## config.mk

```make
export PLATFORM = sky130hd
export DESIGN_NAME = bordered_video_timing
export DESIGN_NICKNAME = d
export VERILOG_FILES = /design/src/rtl/vtg_border_pkg.sv /design/src/rtl/vtg_axis_decode.sv /design/src/rtl/vtg_ctrl.sv /design/src/rtl/vtg_datapath.sv /design/src/rtl/bordered_video_timing.sv
export SDC_FILE = /design/constraint.sdc
export NUM_CORES = 1
export LEC_CHECK = 0
export BUFFER_PORTS_ARGS = -buffer_cell sky130_fd_sc_hd__buf_2
export CAP_MARGIN = 0
export CORE_ASPECT_RATIO = 1.1
export CORE_MARGIN = 2
export CORE_UTILIZATION = 40
export DETAILED_ROUTE_END_ITERATION = 16
export GPL_TIMING_DRIVEN = 1
export PLACE_DENSITY = 0.55
export SYNTH_ARGS = -nofsm -noshare
export SYNTH_HDL_FRONTEND = slang
export SYNTH_SLANG_ARGS = --single-unit
```

## constraint.sdc

```tcl
create_clock -name clk -period 6.9 [get_ports clk]
set_input_delay 0.345 -clock clk [delete_from_list [all_inputs] [get_ports clk]]
set_output_delay 0.345 -clock clk [all_outputs]
set_load 0.02 [all_outputs]
```

## src/rtl/vtg_border_pkg.sv

```systemverilog
package vtg_border_pkg;
  localparam int FIELD_W        = 12;
  localparam int WORD_W         = 32;
  localparam int LO_LSB         = 0;
  localparam int HI_LSB         = 16;
  localparam int NUM_AXES       = 2;
  localparam int WORDS_PER_AXIS = 3;
  localparam int CTRL_ADDR      = NUM_AXES * WORDS_PER_AXIS;
  localparam int NUM_WORDS      = CTRL_ADDR + 1;
  localparam int RUN_BIT        = 31;
  localparam int HHOLD_BIT      = 0;
  localparam int HPOL_BIT       = 1;
  localparam int VHOLD_BIT      = 2;
  localparam int VPOL_BIT       = 3;
  localparam logic [WORD_W-1:0] CTRL_RESET = 32'h0000_000F;

  typedef struct packed {
    logic [FIELD_W-1:0] total;
    logic [FIELD_W-1:0] syncEnd;
    logic [FIELD_W-1:0] leadStart;
    logic [FIELD_W-1:0] dispStart;
    logic [FIELD_W-1:0] trailStart;
    logic [FIELD_W-1:0] fpStart;
  } vtg_axis_t;

  typedef struct packed {
    logic run;
    logic load;
    logic hHold;
    logic vHold;
    logic hPol;
    logic vPol;
  } vtg_strobe_t;
endpackage

```

## src/rtl/vtg_axis_decode.sv

```systemverilog
module vtg_axis_decode
  import vtg_border_pkg::*;
(
  input  logic [FIELD_W-1:0] cnt,
  input  logic [FIELD_W-1:0] syncEnd,
  input  logic [FIELD_W-1:0] leadStart,
  input  logic [FIELD_W-1:0] dispStart,
  input  logic [FIELD_W-1:0] trailStart,
  input  logic [FIELD_W-1:0] fpStart,
  output logic               inSync,
  output logic               inDisp,
  output logic               inWin
);
  // region membership along one axis
  assign inSync = cnt < syncEnd;
  assign inDisp = (cnt >= dispStart) && (cnt < trailStart);
  assign inWin  = (cnt >= leadStart) && (cnt < fpStart);
endmodule

```

## src/rtl/vtg_ctrl.sv

```systemverilog
module vtg_ctrl
  import vtg_border_pkg::*;
#(
  parameter int ADDR_W = $clog2(NUM_WORDS)
) (
  input  logic              clk,
  input  logic              rstN,
  input  logic              wrEn,
  input  logic [ADDR_W-1:0] wrAddr,
  input  logic [WORD_W-1:0] wrData,
  input  logic [ADDR_W-1:0] rdAddr,
  output logic [WORD_W-1:0] rdData,
  input  logic              frameEnd,
  output vtg_axis_t         shadowCfg [NUM_AXES],
  output vtg_strobe_t       strb
);
  logic [WORD_W-1:0] words [NUM_WORDS];
  logic [WORD_W-1:0] ctrlWord;

  always_ff @(posedge clk or negedge rstN) begin
    if (!rstN) begin
      for (int i = 0; i < NUM_WORDS; i++)
        words[i] <= (i == CTRL_ADDR) ? CTRL_RESET : '0;
    end else if (wrEn && (wrAddr < ADDR_W'(NUM_WORDS))) begin
      words[wrAddr] <= wrData;
    end
  end

  assign rdData   = (rdAddr < ADDR_W'(NUM_WORDS)) ? words[rdAddr] : '0;
  assign ctrlWord = words[CTRL_ADDR];

  for (genvar a = 0; a < NUM_AXES; a++) begin : g_axis
    localparam int BASE = a * WORDS_PER_AXIS;
    assign shadowCfg[a].total      = words[BASE][LO_LSB +: FIELD_W];
    assign shadowCfg[a].syncEnd    = words[BASE][HI_LSB +: FIELD_W];
    assign shadowCfg[a].leadStart  = words[BASE+1][LO_LSB +: FIELD_W];
    assign shadowCfg[a].dispStart  = words[BASE+1][HI_LSB +: FIELD_W];
    assign shadowCfg[a].trailStart = words[BASE+2][LO_LSB +: FIELD_W];
    assign shadowCfg[a].fpStart    = words[BASE+2][HI_LSB +: FIELD_W];
  end

  always_comb begin
    strb.run   = ctrlWord[RUN_BIT];
    strb.hHold = ctrlWord[HHOLD_BIT];
    strb.vHold = ctrlWord[VHOLD_BIT];
    strb.hPol  = ctrlWord[HPOL_BIT];
    strb.vPol  = ctrlWord[VPOL_BIT];
    // a stopped generator tracks the shadow; a running one waits for frame end
    strb.load  = !ctrlWord[RUN_BIT] || frameEnd;
  end
endmodule

```

## src/rtl/vtg_datapath.sv

```systemverilog
module vtg_datapath
  import vtg_border_pkg::*;
(
  input  logic               clk,
  input  logic               rstN,
  input  vtg_strobe_t        strb,
  input  vtg_axis_t          shadowCfg [NUM_AXES],
  output logic               frameEnd,
  output logic               hsync,
  output logic               vsync,
  output logic               dispEn,
  output logic               borderEn,
  output logic [FIELD_W-1:0] pixelX,
  output logic [FIELD_W-1:0] lineY
);
  vtg_axis_t          actCfg  [NUM_AXES];
  logic [FIELD_W-1:0] cnt     [NUM_AXES];
  logic [FIELD_W-1:0] lastPos [NUM_AXES];
  logic [NUM_AXES-1:0] inSync, inDisp, inWin;
  logic hAct, vAct, deNext, beNext;

  for (genvar a = 0; a < NUM_AXES; a++) begin : g_axis
    assign lastPos[a] = actCfg[a].total - 1'b1;

    always_ff @(posedge clk or negedge rstN) begin
      if (!rstN) actCfg[a] <= '0;
      else if (strb.load) actCfg[a] <= shadowCfg[a];
    end

    vtg_axis_decode dec_i (
      .cnt        (cnt[a]),
      .syncEnd    (actCfg[a].syncEnd),
      .leadStart  (actCfg[a].leadStart),
      .dispStart  (actCfg[a].dispStart),
      .trailStart (actCfg[a].trailStart),
      .fpStart    (actCfg[a].fpStart),
      .inSync     (inSync[a]),
      .inDisp     (inDisp[a]),
      .inWin      (inWin[a])
    );
  end

  assign frameEnd = strb.run && (cnt[0] == lastPos[0]) && (cnt[1] == lastPos[1]);

  always_ff @(posedge clk or negedge rstN) begin
    if (!rstN) begin
      cnt[0] <= '0;
      cnt[1] <= '0;
    end else if (!strb.run) begin
      cnt[0] <= '0;
      cnt[1] <= '0;
    end else if (cnt[0] == lastPos[0]) begin
      cnt[0] <= '0;
      cnt[1] <= (cnt[1] == lastPos[1]) ? '0 : cnt[1] + 1'b1;
    end else begin
      cnt[0] <= cnt[0] + 1'b1;
    end
  end

  always_comb begin
    hAct   = strb.run && !strb.hHold && inSync[0];
    vAct   = strb.run && !strb.vHold && inSync[1];
    deNext = strb.run && (&inDisp);
    beNext = strb.run && (&inWin) && !(&inDisp);
  end

  always_ff @(posedge clk or negedge rstN) begin
    if (!rstN) begin
      hsync    <= 1'b0;
      vsync    <= 1'b0;
      dispEn   <= 1'b0;
      borderEn <= 1'b0;
      pixelX   <= '0;
      lineY    <= '0;
    end else begin
      hsync    <= strb.hPol ? hAct : !hAct;
      vsync    <= strb.vPol ? vAct : !vAct;
      dispEn   <= deNext;
      borderEn <= beNext;
      pixelX   <= strb.run ? cnt[0] : '0;
      lineY    <= strb.run ? cnt[1] : '0;
    end
  end

  assert_de_be_excl_R7: assert property (@(posedge clk) disable iff (!rstN)
    !(dispEn && borderEn));

  assert_h_bound_R2: assert property (@(posedge clk) disable iff (!rstN)
    (strb.run && actCfg[0].total != '0) |-> (cnt[0] < actCfg[0].total));

  assert_v_steps_on_wrap_R2: assert property (@(posedge clk) disable iff (!rstN)
    (strb.run && cnt[0] != lastPos[0]) |=> $stable(cnt[1]));

  assert_stop_clears_R3: assert property (@(posedge clk) disable iff (!rstN)
    !strb.run |=> (cnt[0] == '0 && cnt[1] == '0));

  assert_no_tear_R8: assert property (@(posedge clk) disable iff (!rstN)
    (cnt[0] != '0 || cnt[1] != '0) |-> ($stable(actCfg[0]) && $stable(actCfg[1])));

  assert_hhold_idle_R5: assert property (@(posedge clk) disable iff (!rstN)
    strb.hHold |=> (hsync == !$past(strb.hPol)));

  assert_vhold_idle_R5: assert property (@(posedge clk) disable iff (!rstN)
    strb.vHold |=> (vsync == !$past(strb.vPol)));
endmodule

```

## src/rtl/bordered_video_timing.sv

```systemverilog
module bordered_video_timing
  import vtg_border_pkg::*;
(
  input  logic        clk,
  input  logic        rstN,
  input  logic        wrEn,
  input  logic [2:0]  wrAddr,
  input  logic [31:0] wrData,
  input  logic [2:0]  rdAddr,
  output logic [31:0] rdData,
  output logic        hsync,
  output logic        vsync,
  output logic        dispEn,
  output logic        borderEn,
  output logic [11:0] pixelX,
  output logic [11:0] lineY
);
  vtg_axis_t   shadowCfg [NUM_AXES];
  vtg_strobe_t strb;
  logic        frameEnd;

  vtg_ctrl #(.ADDR_W(3)) ctrl_i (
    .clk       (clk),
    .rstN      (rstN),
    .wrEn      (wrEn),
    .wrAddr    (wrAddr),
    .wrData    (wrData),
    .rdAddr    (rdAddr),
    .rdData    (rdData),
    .frameEnd  (frameEnd),
    .shadowCfg (shadowCfg),
    .strb      (strb)
  );

  vtg_datapath dp_i (
    .clk       (clk),
    .rstN      (rstN),
    .strb      (strb),
    .shadowCfg (shadowCfg),
    .frameEnd  (frameEnd),
    .hsync     (hsync),
    .vsync     (vsync),
    .dispEn    (dispEn),
    .borderEn  (borderEn),
    .pixelX    (pixelX),
    .lineY     (lineY)
  );
endmodule

```

==> flow_summary.ini, run 1 <==
[layout]
final_cell_mix = 416 x dfrtp_1, 308 x mux2_2, 126 x inv_1, 118 x ha_1, 106 x nor2_1
multi_input_area_um2 = 9840
layout-drive-gt1-share_pct = 30.6
fillCellCount = 4869
syn2layout_area_growth_pct = 14.0
nets = 1976
seqCellArea_um2 = 10500
layout_commonest_cell = dfrtp_1

[grt]
antenna_found_initial = 5
grt_max_degree = 103
gr-usage-all-layers_pct = 21.7
overflow = 0
grt_pass1_vias = 14400
grt_pass1_wl_mm = 89.4

[power_and_ir_drop]
p_switching_mw = 2.52
power_density_nw_per_um2 = 343
p_sw_share_pct = 30.6
internal-power_mw = 5.74
pwr-share-seq_pct = 43.6
pwr-share-comb_pct = 24.2
p_clk_share_pct = 32.3
irDropWorstVdd_mv = 0.202
p_total_mw = 8.26
p_leak_nw = 11.2

[critical_path]
arrival_ns = 4.26
start_kind = flop
r2r-end = dp_i.actCfg[78]$_DFFE_PN0P_
cp-startpoint = dp_i.actCfg[135]$_DFFE_PN0P_
path_class = reg2reg
regToRegSetupSlack_ns = 3.10
worst_ep_required_time_ns = 7.36
end_kind = flop
rr_startpoint = dp_i.actCfg[135]$_DFFE_PN0P_
endpoint = dp_i.actCfg[78]$_DFFE_PN0P_
reg2reg_depth = 8
crit_path_max_fanout = 102

[placed_design]
gp_congestion = 0.871
place.detailed.hpwl_mm = 39.5
port_buffers = 100

[die]
start_util_pct = 40.4
fp.dieArea_um2 = 54700
die_w_um = 223
die_h_um = 245
rows = 88
core_area_um2 = 52300
io_pins = 101

[job]
maxCapViolCount = 0

[routing]
wire_per_inst_um = 22.9
drtAntennaViolNets = 0
wl_mm = 58.0
drtPass1Iterations = 4
vias_per_cell = 5.44
drc_errors = 0
drt-initial-drc-count = 781
vias = 13800

[yosys]
ys_seq_area_share_pct = 49.7
synth.avg_cell_area_um2 = 12.4
synthDistinctLibCells = 57
netlist_instances = 1712
synth_edf_count = 0
syn_nets = 1871
synthArstFlopShare_pct = 100
ys.flop_type = dfrtp_1
ys_ff_latch = 420
yosysWarningCount = 0
synth_area_um2 = 21100

[sta]
slew_viol_final = 0
max_clock_freq_mhz = 263
relSlewSlack_pct = 37.8
clock_skew_ns = 0.0377
timing_hold_violations_final = 0
finalSetupTns_ns = 0
rsz0062_at_grt = false
min_period_ns = 3.80
setup_viol_count_final = 0
post-route-period-util_pct = 55.1
worstMarginPinSlew_ns = 0.933

[clocking]
tritoncts = built
root_buffer = clkbuf_16
cts_resized = 0
h-tree-depth = 2
clk_latency_ns = 0.60
cts.sinks = 420
clockBufferDepth = 3
path_clk_slew_ns = 0.06
cts_buffers = 48

[hold_path]
hold_class = in2reg

[run_status]
status = finished clean
cell usage after synthesis, types with 6 or more instances:
library cell,count,area (um2)
dfrtp_1,416,10400
mux2_2,308,3470
inv_1,126,473
ha_1,118,1480
nor2_1,106,398
a21oi_1,100,500
mux2_1,60,676
clkbuf_1,56,210
mux2i_1,32,320
mux4_2,32,721
a21o_1,30,225
nand3_1,27,135
o21ai_0,27,135
nand2b_1,24,150
nand4_1,20,125
and2_1,19,119
xor2_1,19,166
nand2_1,18,67.6
xnor2_1,17,149
nor2b_1,13,81.3
nor3_1,13,65.1
or3_1,13,81.3
o211ai_1,9,67.6
buf_2,8,40.0
and3_1,7,43.8
a31oi_1,6,37.5
buf_6,6,67.6
or4_1,6,45.0
power by group through the flow:
stage / clock network (mW) / logic (mW) / registers, mW
global placement: 0 / 1.96 / 3.63
detailed placement: 0 / 2.01 / 3.65
CTS: 2.72 / 2.03 / 3.61
floorplan: 0 / 1.55 / 3.44
finish: 2.66 / 2.00 / 3.60
global route: 2.83 / 2.23 / 3.69
stage by stage:
step	util [%]	instances	hold slack (ns)	setup slack [ns]	area, um2
floorplan	-	1712	0.0494	3.57	21100
CTS	46.1	2530	0.0441	3.15	24100
finish	46.1	2532	0.0751	3.10	24100
global placement	42.9	2441	0.381	3.22	22400
global route	46.1	2530	0.0778	2.98	24100
detailed placement	42.9	2441	0.387	3.17	22400
cell families (layout without fill, tap and decap cells):
logic type / count (synthesis) / in the layout / share of synthesized area, %
muxes: 432 / 432 / 24.5
DFF: 420 / 420 / 49.7
and+or+nand+nor: 295 / 295 / 7.27
AOI/OAI and AO/OA: 210 / 210 / 6.15
buffers and inverters: 201 / 344 / 3.85
adders and majority gates: 118 / 118 / 6.98
xor gates and xnor gates: 36 / 36 / 1.49
other: 0 / 2 / 0
layout make-up:
| cell class | count | share of cell area (%) |
|---|---|---|
| tap | 675 | 3.50 |
| sequential | 420 | 43.6 |
| timing repair buffer | 130 | 3.14 |
| inverter | 126 | 1.96 |
| multi-input combinational | 1091 | 40.8 |
| clock buffer | 70 | 6.04 |
| antenna | 2 | 0.0208 |
| clock inverter | 18 | 0.867 |
worst min-delay path by stage:
stage / from / end / slack [ns] / depth (start not counted)
floorplan: rstN / ctrl_i.ctrlWord[10]$_DFFE_PN0P_ / 0.05 / 0
global placement: rstN / dp_i.lineY[2]$_DFF_PN0_ / 0.38 / 1
detailed placement: rstN / dp_i.lineY[2]$_DFF_PN0_ / 0.39 / 1
CTS: wrData[13] / ctrl_i.words[109]$_DFFE_PN0P_ / 0.04 / 2
global route: wrData[13] / ctrl_i.words[77]$_DFFE_PN0P_ / 0.08 / 2
finish: wrData[13] / ctrl_i.words[109]$_DFFE_PN0P_ / 0.08 / 2
sequential cells by signal, indices dropped and copies added, names as in the netlist:
| signal | flops |
|---|---|
| ctrl_i.shadowCfg | 144 |
| dp_i.hsync | 1 |
| dp_i.lineY | 12 |
| dp_i.actCfg | 144 |
| dp_i.dispEn | 1 |
| dp_i.vsync | 1 |
| dp_i.cnt | 24 |
| dp_i.borderEn | 1 |
| ctrl_i.ctrlWord | 32 |
| ctrl_i.words | 48 |
| dp_i.pixelX | 12 |
what timing repair did:
action                    in CTS  in global routing
hold endpoints to repair      75                  0
buffers inserted               0                  0
hold buffers                   1                  0
per-layer routing:
metal | track usage (%) | wire length, um | vias up
li1 | - | - | 6339
met1 | 28.3 | 25200 | 7034
met2 | 37.2 | 28200 | 299
met3 | 3.23 | 2800 | 95
met4 | 7.11 | 1670 | 6
met5 | 0 | 34 | -
worst max-delay path: stages, from the launching register on:
cell and delay, ns:
dfrtp_1 0.45, or4_1 0.63, or3_1 0.41, nand3_1 0.10, nand4_1 0.19, or4b_1 0.58, o31ai_4 0.30, buf_12 0.47
mux2_2 0.41
Power figures use the tool's default switching activity.
==> run 2, diff against run 1 <==
==> constraint.sdc (replaced) <==
create_clock -name clk -period 3.8 [get_ports clk]
set_input_delay 0.19 -clock clk [delete_from_list [all_inputs] [get_ports clk]]
set_output_delay 0.19 -clock clk [all_outputs]
set_load 0.02 [all_outputs]
==> flow_summary.ini, run 2 (synthesis results as in run 1) <==
[die]
io_pins = 101
die_w_um = 223
die_h_um = 245
start_util_pct = 40.4
core_area_um2 = 52300
fp.dieArea_um2 = 54700
rows = 88

[hold_path]
hold_class = in2reg

[critical_path]
arrival_ns = 4.07
worst_ep_required_time_ns = 4.26
end_kind = flop
start_kind = flop
path_class = reg2reg
crit_path_max_fanout = 20

[placed_design]
gp_congestion = 0.862
placedCellCount = 2476
port_buffers = 100
place.detailed.hpwl_mm = 41.6

[clocking]
cts_resized = 0
clockBufferDepth = 3
clk_latency_ns = 0.60
post-cts-setup-buffers = 0
cts_buffers = 48
root_buffer = clkbuf_16
h-tree-depth = 2
tritoncts = built
hold_buffers = 32
path_clk_slew_ns = 0.06
cts.sinks = 420

[sta]
worstMarginPinSlew_ns = 1.03
setup_viol_count_final = 0
finalSetupTns_ns = 0
post-route-period-util_pct = 95.1
clock_skew_ns = 0.0283
timing_hold_violations_final = 0
relSlewSlack_pct = 31.3
min_period_ns = 3.61
max_clock_freq_mhz = 277
slew_viol_final = 0
rsz0062_at_grt = false

[layout]
layout-drive-gt1-share_pct = 31.2
syn2layout_area_growth_pct = 17.4
final_cell_mix = 416 x dfrtp_1, 308 x mux2_2, 126 x inv_1, 118 x ha_1, 106 x nor2_1
fin_util_pct = 47.5
nets = 2042
layout.cells.non_filler = 2600
layout_commonest_cell = dfrtp_1

[power_and_ir_drop]
p_sw_share_pct = 30.6
irDropWorstVdd_mv = 0.421
pwr-share-comb_pct = 25.2
internal-power_mw = 10.5
p_leak_nw = 11.6
p_clk_share_pct = 31.8
power_density_nw_per_um2 = 611
pwr-share-seq_pct = 43.0
p_switching_mw = 4.65

[grt]
overflow = 0
grt_max_degree = 113
gr-usage-all-layers_pct = 22.2
grt_pass1_wl_mm = 91.5
antenna_found_initial = 9
grt_pass1_vias = 14700

[routing]
wl_mm = 59.3
drtPass1Iterations = 5
vias = 14200
drc_errors = 0
drt-initial-drc-count = 857
wire_per_inst_um = 22.8
vias_per_cell = 5.44
drtAntennaViolNets = 0

[run_status]
status = finished clean

[job]
maxCapViolCount = 0
==> run 2: area by class of cell <==
| cell class | instances | area, um2 |
|---|---|---|
| flip-flops and latches | 420 | 10500 |
| diodes | 2 | 5.00 |
| clock inverters | 18 | 210 |
| fillers | 4803 | 27500 |
| repair buffers | 196 | 1480 |
| clock buffers | 72 | 1450 |
| inverters | 126 | 473 |
| well taps | 675 | 845 |
| multi-input cells | 1091 | 9840 |
==> run 2: metrics by stage <==
step                      instance area [um2]  hold slack [ns]  power (mW)  worst slack (ns)
final                                   24800           0.0567        15.2             0.187
after global routing                    24800           0.0448        16.1            0.0101
after CTS                               24800           0.0146        15.4             0.188
after detailed placement                22800            0.347        10.4             0.229
after global placement                  22800            0.347        10.3             0.250
after floorplan                         21100           -0.106        9.06             0.472
==> run 2: worst paths after layout <==
check                                             start                               end  slack (ns)  cells after the start
setup reg to reg           dp_i.actCfg[136]$_DFFE_PN0P_       dp_i.actCfg[54]$_DFFE_PN0P_        0.19                      9
setup / recovery           dp_i.actCfg[136]$_DFFE_PN0P_       dp_i.actCfg[54]$_DFFE_PN0P_        0.19                      9
min in group asynchronous                          rstN           dp_i.lineY[7]$_DFF_PN0_        0.21                      2
hold reg to reg             dp_i.actCfg[44]$_DFFE_PN0P_       dp_i.actCfg[44]$_DFFE_PN0P_        0.48                      1
hold / removal                                wrData[9]  ctrl_i.shadowCfg[21]$_DFFE_PN0P_        0.06                      2
max in group asynchronous                          rstN       dp_i.actCfg[98]$_DFFE_PN0P_        2.50                      3
==> run 2: power by group through the flow <==
stage,clock network [mW],registers [mW],logic (mW)
2_1_floorplan,0,6.25,2.81
3_3_place_gp,0,6.56,3.72
3_5_place_dp,0,6.61,3.81
4_1_cts,4.95,6.53,3.87
5_1_grt,5.14,6.69,4.25
6_report,4.83,6.53,3.82
==> run 2: metal layers <==
metal | track usage [%] | vias up | part of all wire [%]
li1 | - | 6470 | -
met1 | 28.7 | 7246 | 43
met2 | 37.5 | 306 | 48
met3 | 4.01 | 120 | 4.8
met4 | 7.62 | 8 | 3.5
met5 | 0 | - | 0.081
==> run 2: worst max-delay path, cell delays in order, from the launching register on <==
cell and delay, ns:
dfrtp_1 0.44, or4_1 0.61, or3_1 0.39, nand3_1 0.09
nand4_1 0.19, or4b_1 0.60, o31ai_4 0.36, buf_12 0.26
buf_12 0.19, mux2_1 0.34
